File: src/rtl/rxs_pkg.sv
package rxs_pkg;

   typedef enum logic [2:0] {
      CLS_PASS_DATA = 3'd0,
      CLS_PASS_SPEC = 3'd1,
      CLS_UNASSIGN  = 3'd2,
      CLS_COMMA_NEG = 3'd3,
      CLS_COMMA_POS = 3'd4,
      CLS_DISP_ERR  = 3'd5,
      CLS_SEQ_A     = 3'd6,
      CLS_SEQ_B     = 3'd7
   } rxs_class_e;

   // Reserved control code Cx.y packed as {y, x}
   function automatic logic [7:0] ccode(input int unsigned x, input int unsigned y);
      logic [4:0] xv;
      logic [2:0] yv;
      xv = x[4:0];
      yv = y[2:0];
      return {yv, xv};
   endfunction

   localparam logic [7:0] CODE_UNASSIGN  = ccode(0, 7);
   localparam logic [7:0] CODE_COMMA_NEG = ccode(1, 7);
   localparam logic [7:0] CODE_COMMA_POS = ccode(2, 7);
   localparam logic [7:0] CODE_DISP_ERR  = ccode(4, 7);
   localparam logic [7:0] CODE_SEQ_A     = ccode(7, 1);
   localparam logic [7:0] CODE_SEQ_B     = ccode(7, 2);

endpackage

File: src/rtl/rxs_rd_track.sv
module rxs_rd_track #(
   parameter logic RESET_RD = 1'b0
) (
   input  logic clk,
   input  logic rst_n,
   input  logic chr_en,
   input  logic rd_next,
   output logic rd_cur
);

   always_ff @(posedge clk) begin
      if (!rst_n)      rd_cur <= RESET_RD;
      else if (chr_en) rd_cur <= rd_next;
   end

   p_rd_resync_r8: assert property (@(posedge clk) disable iff (!rst_n)
      chr_en |=> rd_cur == $past(rd_next));
   p_rd_idle_hold_r11: assert property (@(posedge clk) disable iff (!rst_n)
      !chr_en |=> $stable(rd_cur));

endmodule

File: src/rtl/rxs_seq_track.sv
module rxs_seq_track #(
   parameter int IDX_W = 4
) (
   input  logic             clk,
   input  logic             rst_n,
   input  logic             chr_en,
   input  logic             good_spec,
   input  logic [IDX_W-1:0] idx_in,
   output logic             prev_vld,
   output logic [IDX_W-1:0] prev_idx
);

   always_ff @(posedge clk) begin
      if (!rst_n) begin
         prev_vld <= 1'b0;
         prev_idx <= '0;
      end else if (chr_en) begin
         prev_vld <= good_spec;
         prev_idx <= good_spec ? idx_in : '0;
      end
   end

   p_prev_clear_r9: assert property (@(posedge clk) disable iff (!rst_n)
      chr_en && !good_spec |=> !prev_vld);
   p_prev_load_r9: assert property (@(posedge clk) disable iff (!rst_n)
      chr_en && good_spec |=> prev_vld && prev_idx == $past(idx_in));
   p_prev_idle_r11: assert property (@(posedge clk) disable iff (!rst_n)
      !chr_en |=> $stable(prev_vld) && $stable(prev_idx));

endmodule

File: src/rtl/rxs_classify.sv
module rxs_classify
   import rxs_pkg::*;
#(
   parameter int CODE_W    = 8,
   parameter int N_SPECIAL = 12,
   parameter int IDX_W     = 4,
   parameter int COMMA_IDX = 5,
   parameter int SEQ_A_IDX = 1,
   parameter int SEQ_B_IDX = 5,
   parameter int TRIG_IDX  = 7
) (
   input  logic              ctrl,
   input  logic [CODE_W-1:0] byte_in,
   input  logic              legal,
   input  logic [1:0]        fit,
   input  logic              rd_cur,
   input  logic              prev_vld,
   input  logic [IDX_W-1:0]  prev_idx,
   output rxs_class_e        cls,
   output logic              viol,
   output logic              spec,
   output logic [CODE_W-1:0] code,
   output logic              good_spec
);

   localparam logic [CODE_W-1:0] LIM   = CODE_W'(N_SPECIAL);
   localparam logic [CODE_W-1:0] COMMA = CODE_W'(COMMA_IDX);
   localparam logic [CODE_W-1:0] TRIG  = CODE_W'(TRIG_IDX);
   localparam logic [IDX_W-1:0]  SEQA  = IDX_W'(SEQ_A_IDX);
   localparam logic [IDX_W-1:0]  SEQB  = IDX_W'(SEQ_B_IDX);

   logic unassigned, fits_now, is_comma, is_trig;

   always_comb begin
      unassigned = !legal || (fit == 2'b00) || (ctrl && (byte_in >= LIM));
      fits_now   = rd_cur ? fit[1] : fit[0];
      is_comma   = ctrl && (byte_in == COMMA);
      is_trig    = ctrl && (byte_in == TRIG);
   end

   // Priority chain: unassigned, comma polarity, disparity, sequence, pass
   always_comb begin
      if (unassigned)                           cls = CLS_UNASSIGN;
      else if (is_comma && !fits_now && fit[0]) cls = CLS_COMMA_NEG;
      else if (is_comma && !fits_now)           cls = CLS_COMMA_POS;
      else if (!fits_now)                       cls = CLS_DISP_ERR;
      else if (is_trig && prev_vld && prev_idx == SEQA) cls = CLS_SEQ_A;
      else if (is_trig && prev_vld && prev_idx == SEQB) cls = CLS_SEQ_B;
      else if (ctrl)                            cls = CLS_PASS_SPEC;
      else                                      cls = CLS_PASS_DATA;
   end

   always_comb begin
      viol = 1'b1;
      spec = 1'b1;
      code = byte_in;
      unique case (cls)
         CLS_PASS_DATA: begin viol = 1'b0; spec = 1'b0; end
         CLS_PASS_SPEC: viol = 1'b0;
         CLS_UNASSIGN:  code = CODE_W'(CODE_UNASSIGN);
         CLS_COMMA_NEG: code = CODE_W'(CODE_COMMA_NEG);
         CLS_COMMA_POS: code = CODE_W'(CODE_COMMA_POS);
         CLS_DISP_ERR:  code = CODE_W'(CODE_DISP_ERR);
         CLS_SEQ_A:     code = CODE_W'(CODE_SEQ_A);
         CLS_SEQ_B:     code = CODE_W'(CODE_SEQ_B);
         default:       code = CODE_W'(CODE_UNASSIGN);
      endcase
      good_spec = (cls == CLS_PASS_SPEC);
   end

   p_pass_clean_r2: assert final (!(cls == CLS_PASS_DATA) || (legal && fits_now && !ctrl && !viol));
   p_reserved_ctrl_r5: assert final (!viol || spec);

endmodule

File: src/rtl/rxs_status_classifier.sv
module rxs_status_classifier
   import rxs_pkg::*;
#(
   parameter int   CODE_W    = 8,
   parameter int   N_SPECIAL = 12,
   parameter int   COMMA_IDX = 5,
   parameter int   SEQ_A_IDX = 1,
   parameter int   SEQ_B_IDX = 5,
   parameter int   TRIG_IDX  = 7,
   parameter logic RESET_RD  = 1'b0,
   parameter bit   OUT_REG   = 1'b1
) (
   input  logic              clk,
   input  logic              rst_n,
   input  logic              in_valid,
   input  logic              in_ctrl,
   input  logic [CODE_W-1:0] in_byte,
   input  logic              in_legal,
   input  logic [1:0]        in_fit,
   input  logic              in_rd_end,
   output logic              out_valid,
   output logic              out_viol,
   output logic              out_spec,
   output logic [CODE_W-1:0] out_code,
   output logic              out_rd
);

   localparam int IDX_W = (N_SPECIAL > 1) ? $clog2(N_SPECIAL) : 1;

   if (CODE_W != 8) begin : g_bad_width
      $error("CODE_W must be 8 to hold the reserved codes");
   end
   if (N_SPECIAL < 1 || N_SPECIAL > 32) begin : g_bad_nspec
      $error("N_SPECIAL out of range");
   end
   if (COMMA_IDX >= N_SPECIAL || SEQ_A_IDX >= N_SPECIAL ||
       SEQ_B_IDX >= N_SPECIAL || TRIG_IDX >= N_SPECIAL) begin : g_bad_idx
      $error("special index parameter outside N_SPECIAL");
   end

   logic              rd_cur;
   logic              prev_vld;
   logic [IDX_W-1:0]  prev_idx;
   rxs_class_e        cls;
   logic              c_viol, c_spec, good_spec;
   logic [CODE_W-1:0] c_code;

   rxs_rd_track #(.RESET_RD(RESET_RD)) u_rd (
      .clk(clk), .rst_n(rst_n), .chr_en(in_valid),
      .rd_next(in_rd_end), .rd_cur(rd_cur)
   );

   rxs_seq_track #(.IDX_W(IDX_W)) u_seq (
      .clk(clk), .rst_n(rst_n), .chr_en(in_valid),
      .good_spec(good_spec), .idx_in(in_byte[IDX_W-1:0]),
      .prev_vld(prev_vld), .prev_idx(prev_idx)
   );

   rxs_classify #(
      .CODE_W(CODE_W), .N_SPECIAL(N_SPECIAL), .IDX_W(IDX_W),
      .COMMA_IDX(COMMA_IDX), .SEQ_A_IDX(SEQ_A_IDX),
      .SEQ_B_IDX(SEQ_B_IDX), .TRIG_IDX(TRIG_IDX)
   ) u_cls (
      .ctrl(in_ctrl), .byte_in(in_byte), .legal(in_legal), .fit(in_fit),
      .rd_cur(rd_cur), .prev_vld(prev_vld), .prev_idx(prev_idx),
      .cls(cls), .viol(c_viol), .spec(c_spec), .code(c_code),
      .good_spec(good_spec)
   );

   assign out_rd = rd_cur;

   if (OUT_REG) begin : g_out_reg
      always_ff @(posedge clk) begin
         if (!rst_n) begin
            out_valid <= 1'b0;
            out_viol  <= 1'b0;
            out_spec  <= 1'b0;
            out_code  <= '0;
         end else begin
            out_valid <= in_valid;
            if (in_valid) begin
               out_viol <= c_viol;
               out_spec <= c_spec;
               out_code <= c_code;
            end
         end
      end

      p_valid_follow_r11: assert property (@(posedge clk) disable iff (!rst_n)
         out_valid == $past(in_valid));
      p_seq_code_r4: assert property (@(posedge clk) disable iff (!rst_n)
         in_valid && (cls == CLS_SEQ_A || cls == CLS_SEQ_B) |-> prev_vld);
      p_unassign_first_r10: assert property (@(posedge clk) disable iff (!rst_n)
         in_valid && !in_legal |=> out_viol && out_code == 8'hE0);
   end else begin : g_out_comb
      always_comb begin
         out_valid = in_valid;
         out_viol  = c_viol;
         out_spec  = c_spec;
         out_code  = c_code;
      end
   end

endmodule

File: config.mk
export PLATFORM = sky130hd
export DESIGN_NAME = rxs_status_classifier
export DESIGN_NICKNAME = d
export VERILOG_FILES = /design/src/rtl/rxs_pkg.sv /design/src/rtl/rxs_rd_track.sv /design/src/rtl/rxs_seq_track.sv /design/src/rtl/rxs_classify.sv /design/src/rtl/rxs_status_classifier.sv
export SDC_FILE = /design/constraint.sdc
export NUM_CORES = 1
export LEC_CHECK = 0
export BUFFER_PORTS_ARGS = -buffer_cell sky130_fd_sc_hd__buf_4
export CAP_MARGIN = 25
export CORE_MARGIN = 5
export CORE_UTILIZATION = 40
export DETAILED_ROUTE_END_ITERATION = 8
export GPL_TIMING_DRIVEN = 0
export HOLD_SLACK_MARGIN = 0.05
export PLACE_DENSITY = 0.77
export SLEW_MARGIN = 20
export SYNTH_ARGS = -nofsm -noshare
export SYNTH_HDL_FRONTEND = slang
export SYNTH_SLANG_ARGS = --single-unit
File: constraint.sdc
create_clock -name clk -period 5.5 [get_ports clk]
set_clock_uncertainty 0.15 [all_clocks]
set_input_delay 0.275 -clock clk [delete_from_list [all_inputs] [get_ports clk]]
set_output_delay 0.275 -clock clk [all_outputs]
set_load 0.05 [all_outputs]
==> run metrics <==
Peak VDD IR=0.116 mV; die width=54.0 um; HP Start=in_byte[4]; Slowest cell on crit path=or4_4; CTS Sinks=17; GRT Total Usage=0.153; count of different cell masters after synthesis=32; worst flop-to-flop path startpoint=u_rd.rd_cur; Power Total=0.254 mW; cells after synthesis=83; drc violations=0; Starting Density=0.408; hold path cells=3; worst hold path type=in -> reg; Antenna Diode Count=0; GRT overflow=0; Worst Path Max Fanout=9; TritonCTS buffer count=3; capturing point of the worst reg2reg path=out_code[1]; final antenna-violating net count=0; clock transition at the registers of the reported paths=0.11 ns; synth warn=0; vias=735; Post-layout nets=130; Clock Latency Late Sink=0.31 ns; dpl cells=135; first-pass GRT wire length=3240 um; fraction of layout cells with a size suffix above 1=0.327; Hold Path Sink=out_code[4]; Final period util=0.346; largest net degree at the start of global routing=11; Core ar.=1900 um^2; Longest Clk Path Bufs=2; Die Y=54.0 um; Synth Cell Area=776 um^2; crit path DAT=2.00 ns; input/output buffers=25; Max-Cap Viols=0; vias in the first global route=761; PostCTS Resize Cnt=0; PnR worst setup slack=3.59 ns; pwr dens=245 nW/um^2; initial antenna violation count=0; register area=340 um^2; vias per inst=5.25; leakage=0.424 nW; R2R depth=4; Syn-to-layout area delta=33.4%; f_max=525 MHz; flop-to-flop setup slack=3.72 ns; CP Capture Type=register; FILL cells=179; startpoint types=input port; cells along the critical path=buf_4 > or4_4 > a2111o_1 > o32ai_1 > and2_1; CTS tree=yes; Post-DP HPWL=1490 um; I/O Pins=28; register area share after synthesis=0.439; Final Max Slew Viols=0; Worst Path Required=5.60 ns; post-synthesis average cell area=9.35 um^2; multi-input logic area=403 um^2; Post-Syn Nets=99; most common cell after layout, fill and taps aside=buf_4; H-tree depth=1; Slew @ Worst Pin=0.464 ns; Die ar.=2920 um^2; Routed WL=1960 um; pre-CTS WS=3.28 ns; Final Non-Filler Cells=140; RSZ-0062 raised after global routing=false; routability cong.=0.864; total negative slack=0 ns; critical path's largest stage delay=0.57 ns; status=finished clean; WL per Instance=14.0 um; 1st-pass router iterations=4; crit path kind=in -> reg; most frequent cells in the layout=buf_4, dfxtp_1, nand2_1, nand3b_1, o21ai_0; Rel. slew slack=0.688; clk root buf=clkbuf_4; synthesized flop and latch total=17; Period minus WS final=1.91 ns; Std-Cell Rows=16; Setup violations, final=0; drt first-iter violations=21; Final Hold Vio Count=0
kinds of logic after synthesis:
| family | after synthesis | synth area share |
|---|---|---|
| flops | 17 | 0.439 |
| simple gates | 31 | 0.248 |
| compound gates | 24 | 0.218 |
| mux | 4 | 0.0532 |
| buf+inv | 7 | 0.0419 |
layout make-up:
type,count,share of cell area
buffer,5,0.0242
clock buffer,3,0.0218
clock inverter,1,0.00484
inverter,2,0.00726
multi-input combinational,59,0.389
sequential,17,0.329
tap,27,0.0326
timing repair buffer,26,0.191
per-stage QoR:
step,hold WS [ns],utilization,area [um^2]
2_1_floorplan,0.232,-,776
3_3_place_gp,0.299,0.524,997
3_5_place_dp,0.304,0.524,997
4_1_cts,0.0611,0.544,1030
5_1_grt,0.0751,0.544,1030
6_report,0.0690,0.544,1030
sequential cells by signal, summed over array words and instances, names as in the netlist:
signal and flops:
out_code 8, out_spec 1, out_valid 1, out_viol 1, u_rd.rd_cur 1, u_seq.prev_idx 4
u_seq.prev_vld 1
report_power, final:
group / internal (mW) / switching, mW / leakage, nW
Clock: 0.0272 / 0.0430 / 0.0177
Combinational: 0.0207 / 0.0326 / 0.267
Sequential: 0.128 / 0.00253 / 0.139
synth_stat cells (all sizes together):
cell    count  area share
and3        1      0.0081
a31oi       2       0.016
nand3b      6       0.058
a21oi       2       0.013
mux2i       3       0.039
and2        3       0.024
o31ai       1      0.0097
dfxtp      17        0.44
nand4b      1       0.011
a211oi      1      0.0097
clkbuf      2      0.0097
o21ai       8       0.052
o32ai       1       0.011
nor2b       2       0.016
o221a       2       0.029
a22oi       2       0.019
or3b        1       0.011
mux2        1       0.015
o211ai      1      0.0097
nor2        2      0.0097
o41ai       3       0.034
nand3       1      0.0064
or4         1       0.015
inv         2      0.0097
nand2      11       0.053
a2111o      1       0.015
nor4        2       0.035
buf         3       0.023
routing by layer:
layer | track usage | vias to the layer above | part of all wire
met5 | 0 | - | 0
met4 | 0.0871 | 0 | 0.025
met3 | 0.0277 | 4 | 0.046
met2 | 0.264 | 17 | 0.48
met1 | 0.176 | 342 | 0.45
li1 | - | 372 | -
worst max path at each step:
stage	start	endpoint	slack [ns]	cells past startpoint
floorplan	in_byte[7]	u_seq.prev_vld	3.54	4
global placement	in_byte[7]	u_seq.prev_vld	3.34	5
detailed placement	in_byte[7]	u_seq.prev_idx[2]	3.28	4
CTS	in_byte[7]	u_seq.prev_vld	3.60	5
global route	in_byte[7]	u_seq.prev_vld	3.51	5
finish	in_byte[7]	u_seq.prev_vld	3.59	5
critical path: cells and delay by family:
family / cells / cell delay [ns]
compound gates: 2 / 0.88
buf+inv: 1 / 0.11
simple gates: 2 / 0.73
what timing repair did:
item,4_1_cts,5_1_grt
setup buffers,0,0
hold buffers,1,0
endpoints found under the hold margin,1,0
No activity file was read; power rests on OpenSTA's default activity.
